**src/rtl/srs_pkg.sv**
```systemverilog
package srs_pkg;

    // Field positions within the fuse word
    localparam int CLK_LSB      = 0;
    localparam int CLK_W        = 4;
    localparam int MEM_LSB      = 4;
    localparam int MEM_W        = 4;
    localparam int AUTH_BIT     = 8;
    localparam int ENC_BIT      = 9;
    localparam int KSRC_LSB     = 10;
    localparam int KLEN_LSB     = 12;
    localparam int DBG_DIS_BIT  = 14;
    localparam int DBG_LOCK_BIT = 15;
    localparam int RSV_LSB      = 16;
    localparam int BOOT_W       = 6;
    localparam int N_RULES      = 4;

    typedef enum logic [3:0] {
        S_IDLE,
        S_REQ,
        S_CHECK,
        S_CLK,
        S_MEM,
        S_PUB,
        S_PERIPH,
        S_DONE,
        S_ERR
    } seq_state_e;

    typedef struct packed {
        logic [CLK_W-1:0] clk_ctl;
        logic [MEM_W-1:0] mem_ctl;
        logic             auth_en;
        logic             enc_en;
        logic [1:0]       key_src;
        logic [1:0]       key_len;
        logic             dbg_dis;
        logic             dbg_lock;
    } fuse_fields_t;

endpackage

```
**src/rtl/srs_fuse_decode.sv**
```systemverilog
module srs_fuse_decode
    import srs_pkg::*;
#(
    parameter int FUSE_W = 32
) (
    input  logic [FUSE_W-1:0] shadow,
    output fuse_fields_t      fields,
    output logic              legal
);

    logic [N_RULES-1:0] rule_fail;

    always_comb begin
        fields.clk_ctl  = shadow[CLK_LSB +: CLK_W];
        fields.mem_ctl  = shadow[MEM_LSB +: MEM_W];
        fields.auth_en  = shadow[AUTH_BIT];
        fields.enc_en   = shadow[ENC_BIT];
        fields.key_src  = shadow[KSRC_LSB +: 2];
        fields.key_len  = shadow[KLEN_LSB +: 2];
        fields.dbg_dis  = shadow[DBG_DIS_BIT];
        fields.dbg_lock = shadow[DBG_LOCK_BIT];
    end

    // One legality rule per security option
    always_comb begin
        rule_fail[0] = (shadow[KSRC_LSB +: 2] == 2'b11);
        rule_fail[1] = (shadow[KLEN_LSB +: 2] == 2'b11);
        rule_fail[2] = shadow[DBG_DIS_BIT] && !shadow[DBG_LOCK_BIT];
        rule_fail[3] = |shadow[FUSE_W-1:RSV_LSB];
    end

    assign legal = ~|rule_fail;

endmodule

```
**src/rtl/srs_req_timer.sv**
```systemverilog
module srs_req_timer #(
    parameter int TMO_W = 16
) (
    input  logic             clk,
    input  logic             rst_n,
    input  logic             run,
    input  logic [TMO_W-1:0] limit,
    output logic             expired
);

    localparam logic [TMO_W-1:0] CNT_MAX = '1;

    logic [TMO_W-1:0] cnt_d, cnt_q;

    always_comb begin
        cnt_d = cnt_q;
        if (!run) begin
            cnt_d = '0;
        end else if (cnt_q != CNT_MAX) begin
            cnt_d = cnt_q + 1'b1;
        end
    end

    always_ff @(posedge clk or negedge rst_n) begin
        if (!rst_n) begin
            cnt_q <= '0;
        end else begin
            cnt_q <= cnt_d;
        end
    end

    assign expired = run && (cnt_q >= limit);

endmodule

```
**src/rtl/srs_dbg_policy.sv**
```systemverilog
module srs_dbg_policy (
    input  logic decoded,
    input  logic dbg_dis,
    input  logic dbg_lock,
    output logic in_chain,
    output logic sw_en,
    output logic locked
);

    always_comb begin
        in_chain = 1'b0;
        sw_en    = 1'b0;
        locked   = 1'b1;
        if (decoded) begin
            unique case ({dbg_dis, dbg_lock})
                2'b00: begin
                    in_chain = 1'b1;
                    sw_en    = 1'b1;
                    locked   = 1'b0;
                end
                2'b01: begin
                    in_chain = 1'b1;
                    sw_en    = 1'b0;
                    locked   = 1'b1;
                end
                default: begin
                    in_chain = 1'b0;
                    sw_en    = 1'b0;
                    locked   = 1'b1;
                end
            endcase
        end
    end

endmodule

```
**src/rtl/secboot_rst_seq.sv**
```systemverilog
module secboot_rst_seq
    import srs_pkg::*;
#(
    parameter int FUSE_W = 32,
    parameter int TMO_W  = 16
) (
    input  logic              clk,
    input  logic              rst_n,
    input  logic [TMO_W-1:0]  timeout_lim,
    output logic              cfg_req,
    input  logic              cfg_valid,
    input  logic [FUSE_W-1:0] cfg_data,
    output logic [CLK_W-1:0]  clkmgr_fuse,
    output logic              clkmgr_load,
    output logic [MEM_W-1:0]  rstmgr_fuse,
    output logic              rstmgr_load,
    output logic              periph_rst_n,
    output logic              cpu0_rst_n,
    output logic              err_flag,
    output logic              jtag_in_chain,
    output logic              jtag_sw_en,
    output logic              jtag_locked,
    input  logic [1:0]        bus_addr,
    output logic [FUSE_W-1:0] bus_rdata
);

    typedef struct packed {
        seq_state_e        st;
        logic [FUSE_W-1:0] shadow;
        logic [CLK_W-1:0]  clkf;
        logic [MEM_W-1:0]  memf;
        logic [BOOT_W-1:0] boot;
        logic              err;
        logic              decoded;
    } seq_regs_t;

    seq_regs_t    r_d, r_q;
    fuse_fields_t fld;
    logic         legal;
    logic         tmo_expired;
    logic         in_req;

    assign in_req = (r_q.st == S_REQ);

    srs_fuse_decode #(.FUSE_W(FUSE_W)) u_decode (
        .shadow (r_q.shadow),
        .fields (fld),
        .legal  (legal)
    );

    srs_req_timer #(.TMO_W(TMO_W)) u_timer (
        .clk     (clk),
        .rst_n   (rst_n),
        .run     (in_req),
        .limit   (timeout_lim),
        .expired (tmo_expired)
    );

    srs_dbg_policy u_dbg (
        .decoded  (r_q.decoded && !r_q.err),
        .dbg_dis  (fld.dbg_dis),
        .dbg_lock (fld.dbg_lock),
        .in_chain (jtag_in_chain),
        .sw_en    (jtag_sw_en),
        .locked   (jtag_locked)
    );

    always_comb begin
        r_d = r_q;
        unique case (r_q.st)
            S_IDLE: r_d.st = S_REQ;
            S_REQ: begin
                if (tmo_expired) begin
                    r_d.err = 1'b1;
                    r_d.st  = S_ERR;
                end else if (cfg_valid) begin
                    r_d.shadow = cfg_data;
                    r_d.st     = S_CHECK;
                end
            end
            S_CHECK: begin
                if (legal) begin
                    r_d.decoded = 1'b1;
                    r_d.clkf    = fld.clk_ctl;
                    r_d.st      = S_CLK;
                end else begin
                    r_d.err = 1'b1;
                    r_d.st  = S_ERR;
                end
            end
            S_CLK: begin
                r_d.memf = fld.mem_ctl;
                r_d.st   = S_MEM;
            end
            S_MEM: begin
                r_d.boot = {fld.key_len, fld.key_src, fld.enc_en, fld.auth_en};
                r_d.st   = S_PUB;
            end
            S_PUB:    r_d.st = S_PERIPH;
            S_PERIPH: r_d.st = S_DONE;
            S_DONE:   r_d.st = S_DONE;
            S_ERR:    r_d.st = S_ERR;
            default: begin
                r_d.err = 1'b1;
                r_d.st  = S_ERR;
            end
        endcase
    end

    always_ff @(posedge clk or negedge rst_n) begin
        if (!rst_n) begin
            r_q <= '{st: S_IDLE, shadow: '0, clkf: '0, memf: '0,
                     boot: '0, err: 1'b0, decoded: 1'b0};
        end else begin
            r_q <= r_d;
        end
    end

    assign cfg_req      = in_req;
    assign clkmgr_fuse  = r_q.clkf;
    assign clkmgr_load  = (r_q.st == S_CLK);
    assign rstmgr_fuse  = r_q.memf;
    assign rstmgr_load  = (r_q.st == S_MEM);
    assign periph_rst_n = (r_q.st == S_PERIPH) || (r_q.st == S_DONE);
    assign cpu0_rst_n   = (r_q.st == S_DONE);
    assign err_flag     = r_q.err;

    always_comb begin
        bus_rdata = '0;
        unique case (bus_addr)
            2'd0: bus_rdata = r_q.shadow;
            2'd1: bus_rdata[BOOT_W-1:0] = r_q.boot;
            2'd2: bus_rdata[1:0] = {r_q.st == S_DONE, r_q.err};
            default: bus_rdata = '0;
        endcase
    end

endmodule

```
**config.mk**
```make
export PLATFORM = sky130hd
export DESIGN_NAME = secboot_rst_seq
export DESIGN_NICKNAME = d
export VERILOG_FILES = /design/src/rtl/srs_pkg.sv /design/src/rtl/srs_fuse_decode.sv /design/src/rtl/srs_req_timer.sv /design/src/rtl/srs_dbg_policy.sv /design/src/rtl/secboot_rst_seq.sv
export SDC_FILE = /design/constraint.sdc
export NUM_CORES = 1
export LEC_CHECK = 0
export ABC_AREA = 1
export BUFFER_PORTS_ARGS = -buffer_cell sky130_fd_sc_hd__buf_2
export CAP_MARGIN = 20
export CORE_MARGIN = 2
export CORE_UTILIZATION = 48
export DETAILED_ROUTE_END_ITERATION = 7
export GPL_ROUTABILITY_DRIVEN = 0
export PLACE_DENSITY = 0.74
export SLEW_MARGIN = 20
export SYNTH_ARGS = -nofsm -noshare
export SYNTH_HDL_FRONTEND = slang
export SYNTH_SLANG_ARGS = --single-unit
```
**constraint.sdc**
```tcl
create_clock -name clk -period 1.7 [get_ports clk]
set_clock_uncertainty 0.1 [all_clocks]
set_input_delay 0.085 -clock clk [delete_from_list [all_inputs] [get_ports clk]]
set_output_delay 0.085 -clock clk [all_outputs]
set_load 0.01 [all_outputs]
```
==> flow_metrics.tcl, run 1 <==
set metrics [dict create \
    status "finished with violations" \
    violations "setup timing" \
    crit_arrival_ns 2.08 \
    reg2reg_setup_slack_ns -0.21 \
    first_pass_iters 6 \
    fp.dieW_um 95.3 \
    hp-class "in -> reg" \
    clk_latency_ns 0.34 \
    num_rows 33 \
    grt_pass1_vias 3921 \
    ff2ff_path_depth 12 \
    grt_pass1_wl_um 17900 \
    ys.flop_type "dfrtp_1" \
    clk_pin_slew_ns 0.08 \
    fill_cells 640 \
    grt_use_total 0.252 \
    synth-async-reset-ratio 1.00 \
    postRouteAntennaNets 0 \
    fin_crit_sh 1.12 \
    fp.coreArea_um2 8130 \
    dpl.hpwl_um 7390 \
    r2r_start "u_timer.cnt_q[6]" \
    yosys_register_bits 68 \
    ios 102 \
    seq_area_frac_synth 0.425 \
    postSynthAreaPerCell_um2 7.71 \
    drv_cap 0 \
    syn_nets 589 \
    end_kind "register" \
    worstMarginPinSlew_ns 0.366 \
    syn-instance-count 519 \
    fin_total_pwr_mw 3.37 \
    diodes 0 \
    placed_area_um2 4760 \
    cts.sinks 68 \
    antenna_found_initial 0 \
    setup_viol 36 \
    io_buffers 101 \
    drive_above_1_share 0.323 \
    finalHoldViolCount 0 \
    cts_tree "yes" \
    area_delta_synth_final_pct 39.9 \
    finalNetCount 753 \
    worstPathRequired_ns 1.87 \
    start_util 0.492 \
    final_area_um2 5600 \
    wl_per_cell_um 14.2 \
    synth_cell_types 37 \
    timing.rr.end "r_q[28]" \
    synth.largest_area_cell "dfrtp_1" \
    gr-total-overflow 0 \
    netlist_area_um2 4000 \
    path_class "reg -> reg" \
    rsz0062_at_grt "yes" \
    cts_buffers 9 \
    drv_slew 0 \
    die_h_um 95.3 \
    drc_errors 0 \
    routed_via_density 5.12 \
    critical_path.startpoint "u_timer.cnt_q[6]" \
    ys_top_cells_by_area "dfrtp_1 43%, nand2_1 13%, inv_1 7.6%, nand4_1 5.8%, ha_1 5.3%" \
    die_area_um2 9080 \
    dpl_worst_slack_ns -0.223 \
    crit_end "r_q[28]" \
    vias 4062 \
    ir_drop_mv 0.323 \
    relSlewSlack 0.755 \
    grt_max_degree 69 \
    yosysTopAreaCellShare 0.425 \
    wl_um 11200 \
    max_freq_ghz 0.525 \
    multiInputGateArea_um2 1960 \
    cts-root-buf "clkbuf_8" \
    power.density_nw_per_um2 603 \
    start_kind "register" \
    max-clock-path-buffers 2 \
    htree_levels 3 \
    synth_enable_flop_cells 0 \
    yosysWarnings 0 \
    crit_fanout 7 \
    min_period_ns 1.91 \
    fin_ws_ns -0.206 \
    p_leak_nw 2.92 \
    first_iter_violations 214 \
    seq_area_um2 1700 \
]
## final cells by class
| class | count | area share |
|---|---|---|
| clock inverter | 5 | 0.0150 |
| inverter | 84 | 0.0572 |
| clock buffer | 11 | 0.0253 |
| multi-input combinational | 339 | 0.350 |
| tap | 105 | 0.0235 |
| timing repair buffer | 181 | 0.225 |
| sequential | 68 | 0.304 |
## metrics by stage
step                      setup TNS [ns]  std cells  utilization  hold WS, ns
after floorplan                    -1.57        519            -       -0.311
after global placement             -4.13        734        0.585       0.0351
after detailed placement           -6.53        734        0.585       0.0382
after CTS                          -6.98        788        0.674        0.156
after global routing              -10.27        793        0.688        0.174
final                              -5.49        793        0.688        0.155
## routing by layer
layer,vias to the layer above,wire [um],GRT usage
met4,0,166,0.0833
met5,-,0,0
li1,1977,-,-
met1,1937,4660,0.318
met3,20,549,0.0356
met2,128,5870,0.444
## layout by cell type (no fill, tap or decap), drive strengths merged
cell type and count:
o21ai 31, a31o 1, clkinv 2, nor4 1, nor3 7, nand3 19
nor2 59, a31oi 3, buf 148, o21bai 2, clkbuf 11, a211oi 2
bufinv 2, nand4 38, clkinvlp 2, dfrtp 68, dlygate4sd3 33, inv 83
ha 17, o211ai 3, nand2 144, a21boi 1, xor2 3, xnor2 1
a21oi 7
## critical path, stage by stage, from the launching register on
cell and delay, ns:
dfrtp_1 0.39, ha_1 0.28, nand2_1 0.09, inv_2 0.04
nand2_1 0.06, nand2_1 0.06, nor2_2 0.11, nand2_2 0.10
a21oi_4 0.20, buf_6 0.12, buf_6 0.11, nand4_1 0.10
nand2_1 0.09
## Yosys cell counts, drive strengths merged, types with 2 or more instances
cell	count
o21ai	31
o21bai	2
a211oi	2
xor2	3
nor2	59
a21oi	7
nand3	19
nand2	144
a31oi	3
o211ai	3
nand4	38
clkbuf	4
inv	83
ha	17
nor3	7
dfrtp	68
buf	24
## worst min-delay path by stage
stage              start              to  slack [ns]  cells past startpoint
3_5_place_dp       rst_n  rstmgr_fuse[0]        0.04                      2
5_1_grt        cfg_valid         r_q[38]        0.17                      5
2_1_floorplan      rst_n  clkmgr_fuse[0]       -0.31                      0
3_3_place_gp       rst_n  rstmgr_fuse[1]        0.04                      2
6_report       cfg_valid         r_q[36]        0.16                      5
4_1_cts        cfg_valid         r_q[34]        0.16                      5
## logic make-up (layout without fill, tap and decap cells)
kind of cell | count (synthesis) | count (layout) | share of synthesized area
simple gates | 268 | 268 | 0.308
buf+inv | 112 | 281 | 0.127
flops | 68 | 68 | 0.425
compound gates | 50 | 50 | 0.0779
fa+ha+maj | 17 | 17 | 0.0532
xor+xnor | 4 | 4 | 0.00876
## sequential cells by signal, summed over array words and instances (netlist names)
register and count:
rstmgr_fuse 4, u_timer.cnt_q 16, r_q 43, err_flag 1, clkmgr_fuse 4
## power by group
part | switching [mW] | internal [mW] | leakage [nW] | total (mW)
Sequential | 0 | 1.62 | 0.938 | 1.62
Clock | 0.641 | 0.872 | 0.106 | 1.51
Combinational | 0.123 | 0.121 | 1.88 | 0.244
## repair_timing
action | in CTS | in global routing
pin swaps | 6 | 11
buffers inserted | 5 | 7
gates resized for setup | 23 | 32
endpoints found under the hold margin | 100 | 0
cloned | 1 | 0
hold buffers | 33 | 0
endpoints found under the setup margin | 40 | 57
No activity file was read; power rests on OpenSTA's default activity.
==> run 2: changes to the inputs <==
- ABC_CLOCK_PERIOD_IN_PS: not set -> 1700
- SKIP_LAST_GASP: not set -> 1
==> run 2 against run 1 <==
Effect of this change: the flow still finishes with violations (setup timing); cell area up 0.65%; worst hold slack better by 0.014 ns; fmax down 1.2%; register-to-register slack worse by 0.02 ns; largest cell class unchanged; largest power group unchanged.
==> flow_metrics.tcl, run 2 (synthesis results as in run 1) <==
set metrics [dict create \
    fin_util 0.692 \
    finalHoldViolCount 0 \
    drv_cap 0 \
    top_regs "r_q x43, u_timer.cnt_q x16" \
    diodes 0 \
    hp-class "in -> reg" \
    wl_per_cell_um 14.7 \
    fin_total_pwr_mw 3.38 \
    dpl.hpwl_um 7390 \
    cp_common_cell "nand2_1" \
    critical_path.startpoint "u_timer.cnt_q[15]" \
    start_util 0.492 \
    crit_fanout 27 \
    critPathSlowestCell "dfrtp_1" \
    max_stage_delay_ns 0.41 \
    antenna_found_initial 0 \
    finalNetCount 759 \
    cts_tree "yes" \
    violations "setup timing" \
    p_leak_nw 2.96 \
    drv_slew 0 \
    cts_buffers 9 \
    worst_hold_slack_ns 0.170 \
    num_rows 33 \
    die_area_um2 9080 \
    final_common_cell "nand2_1" \
    fin_ws_ns -0.229 \
    path_class "reg -> reg" \
    max-clock-path-buffers 2 \
    ir_drop_mv 0.322 \
    crit_buf_inv 2 \
    grt_max_degree 69 \
    wl_um 11800 \
    cts-root-buf "clkbuf_8" \
    r2r_start "u_timer.cnt_q[15]" \
    crit_arrival_ns 2.05 \
    max_freq_ghz 0.518 \
    area_delta_synth_final_pct 40.8 \
    drive_above_1_share 0.316 \
    cts.sinks 68 \
    ios 102 \
    status "finished with violations" \
    dpl_worst_slack_ns -0.223 \
    clk_pin_slew_ns 0.09 \
    fp.dieW_um 95.3 \
    worstPathRequired_ns 1.82 \
    power.density_nw_per_um2 600 \
    drc_errors 0 \
    first_pass_iters 6 \
    clk_latency_ns 0.34 \
    largest_reg_flops 43 \
    io_buffers 101 \
    relSlewSlack 0.748 \
    min_from "cfg_valid" \
    rsz0062_at_grt "yes" \
    setup_viol 36 \
    crit_chain "ha_1 > nand2_2 > o21bai_1 > nand3_2 > inv_2 > nand4_4 > buf_12 > nand2_1 > nand2_1" \
    end_kind "register" \
    min_period_ns 1.93 \
    fin_crit_sh 1.13 \
    fp.coreArea_um2 8130 \
    htree_levels 3 \
    routed_via_density 5.22 \
    start_kind "register" \
    worstMarginPinSlew_ns 0.378 \
    crit_family "simple AND/OR/NAND/NOR gates" \
    die_h_um 95.3 \
    gr-total-overflow 0 \
    first_iter_violations 246 \
    top_register "r_q" \
    final_cell_mix "133 x nand2_1, 101 x buf_2, 77 x inv_1" \
    grt_use_total 0.250 \
    grt_pass1_vias 3881 \
    postRouteAntennaNets 0 \
    vias 4167 \
    grt_pass1_wl_um 17800 \
]
run 2: changes by cell type in the layout (fill, tap and decap cells not counted), sizes merged:
cell,change
buf,+6
run 2: worst reg2reg max path: cells and delay by family, from the launching register on:
family | cells | cell delay, ns
AO/OA/AOI/OAI | 1 | 0.13
adder cells (fa/ha/maj) | 1 | 0.32
buffers and inverters | 2 | 0.30
flip-flops | 1 | 0.41
AND/OR/NAND/NOR | 5 | 0.54
run 2: report_power, final:
group / internal [mW] / leakage (nW) / switching [mW]
registers: 1.62 / 0.940 / 0
logic: 0.121 / 1.92 / 0.124
clock network: 0.872 / 0.106 / 0.647
total: 2.61 / 2.96 / 0.771
run 2: final timing paths:
kind / to / slack [ns] / depth (start not counted)
min reg2reg: r_q[0] / 0.35 / 2
min: r_q[36] / 0.17 / 5
max reg2reg: r_q[17] / -0.23 / 9
max in group asynchronous: r_q[27] / 1.00 / 3
max: r_q[17] / -0.23 / 9
min in group asynchronous: rstmgr_fuse[0] / 0.18 / 3
run 2: area by class of cell:
cell class | count | area (um2)
inverters | 84 | 320
flip-flops and latches | 68 | 1700
clock inverters | 5 | 83.8
multi-input cells | 339 | 1950
well taps | 105 | 131
fillers | 631 | 2500
clock buffers | 11 | 141
repair buffers | 187 | 1300
run 2: per-layer routing:
layer | global-route usage | routed length, um | part of all wire | vias to the layer above
met5 | 0 | 0 | 0 | -
met4 | 0.0809 | 376 | 0.032 | 0
met3 | 0.0356 | 653 | 0.056 | 36
met2 | 0.436 | 5920 | 0.50 | 163
met1 | 0.320 | 4810 | 0.41 | 1976
li1 | - | - | - | 1992
run 2: repair_timing:
item | CTS | global route
endpoints found under the hold margin | 100 | 0
pin swaps | 6 | 18
cloned | 1 | 0
hold buffers | 33 | 0
resized for setup | 18 | 31
endpoints found under the setup margin | 40 | 57
setup buffers | 5 | 14
run 2: metrics by stage:
stage | TNS (ns) | area, um2 | instances
after global placement | -4.13 | 4760 | 734
after floorplan | -1.57 | 4000 | 519
final | -6.38 | 5630 | 799
after CTS | -7.04 | 5460 | 788
after detailed placement | -6.53 | 4760 | 734
after global routing | -11.19 | 5630 | 799
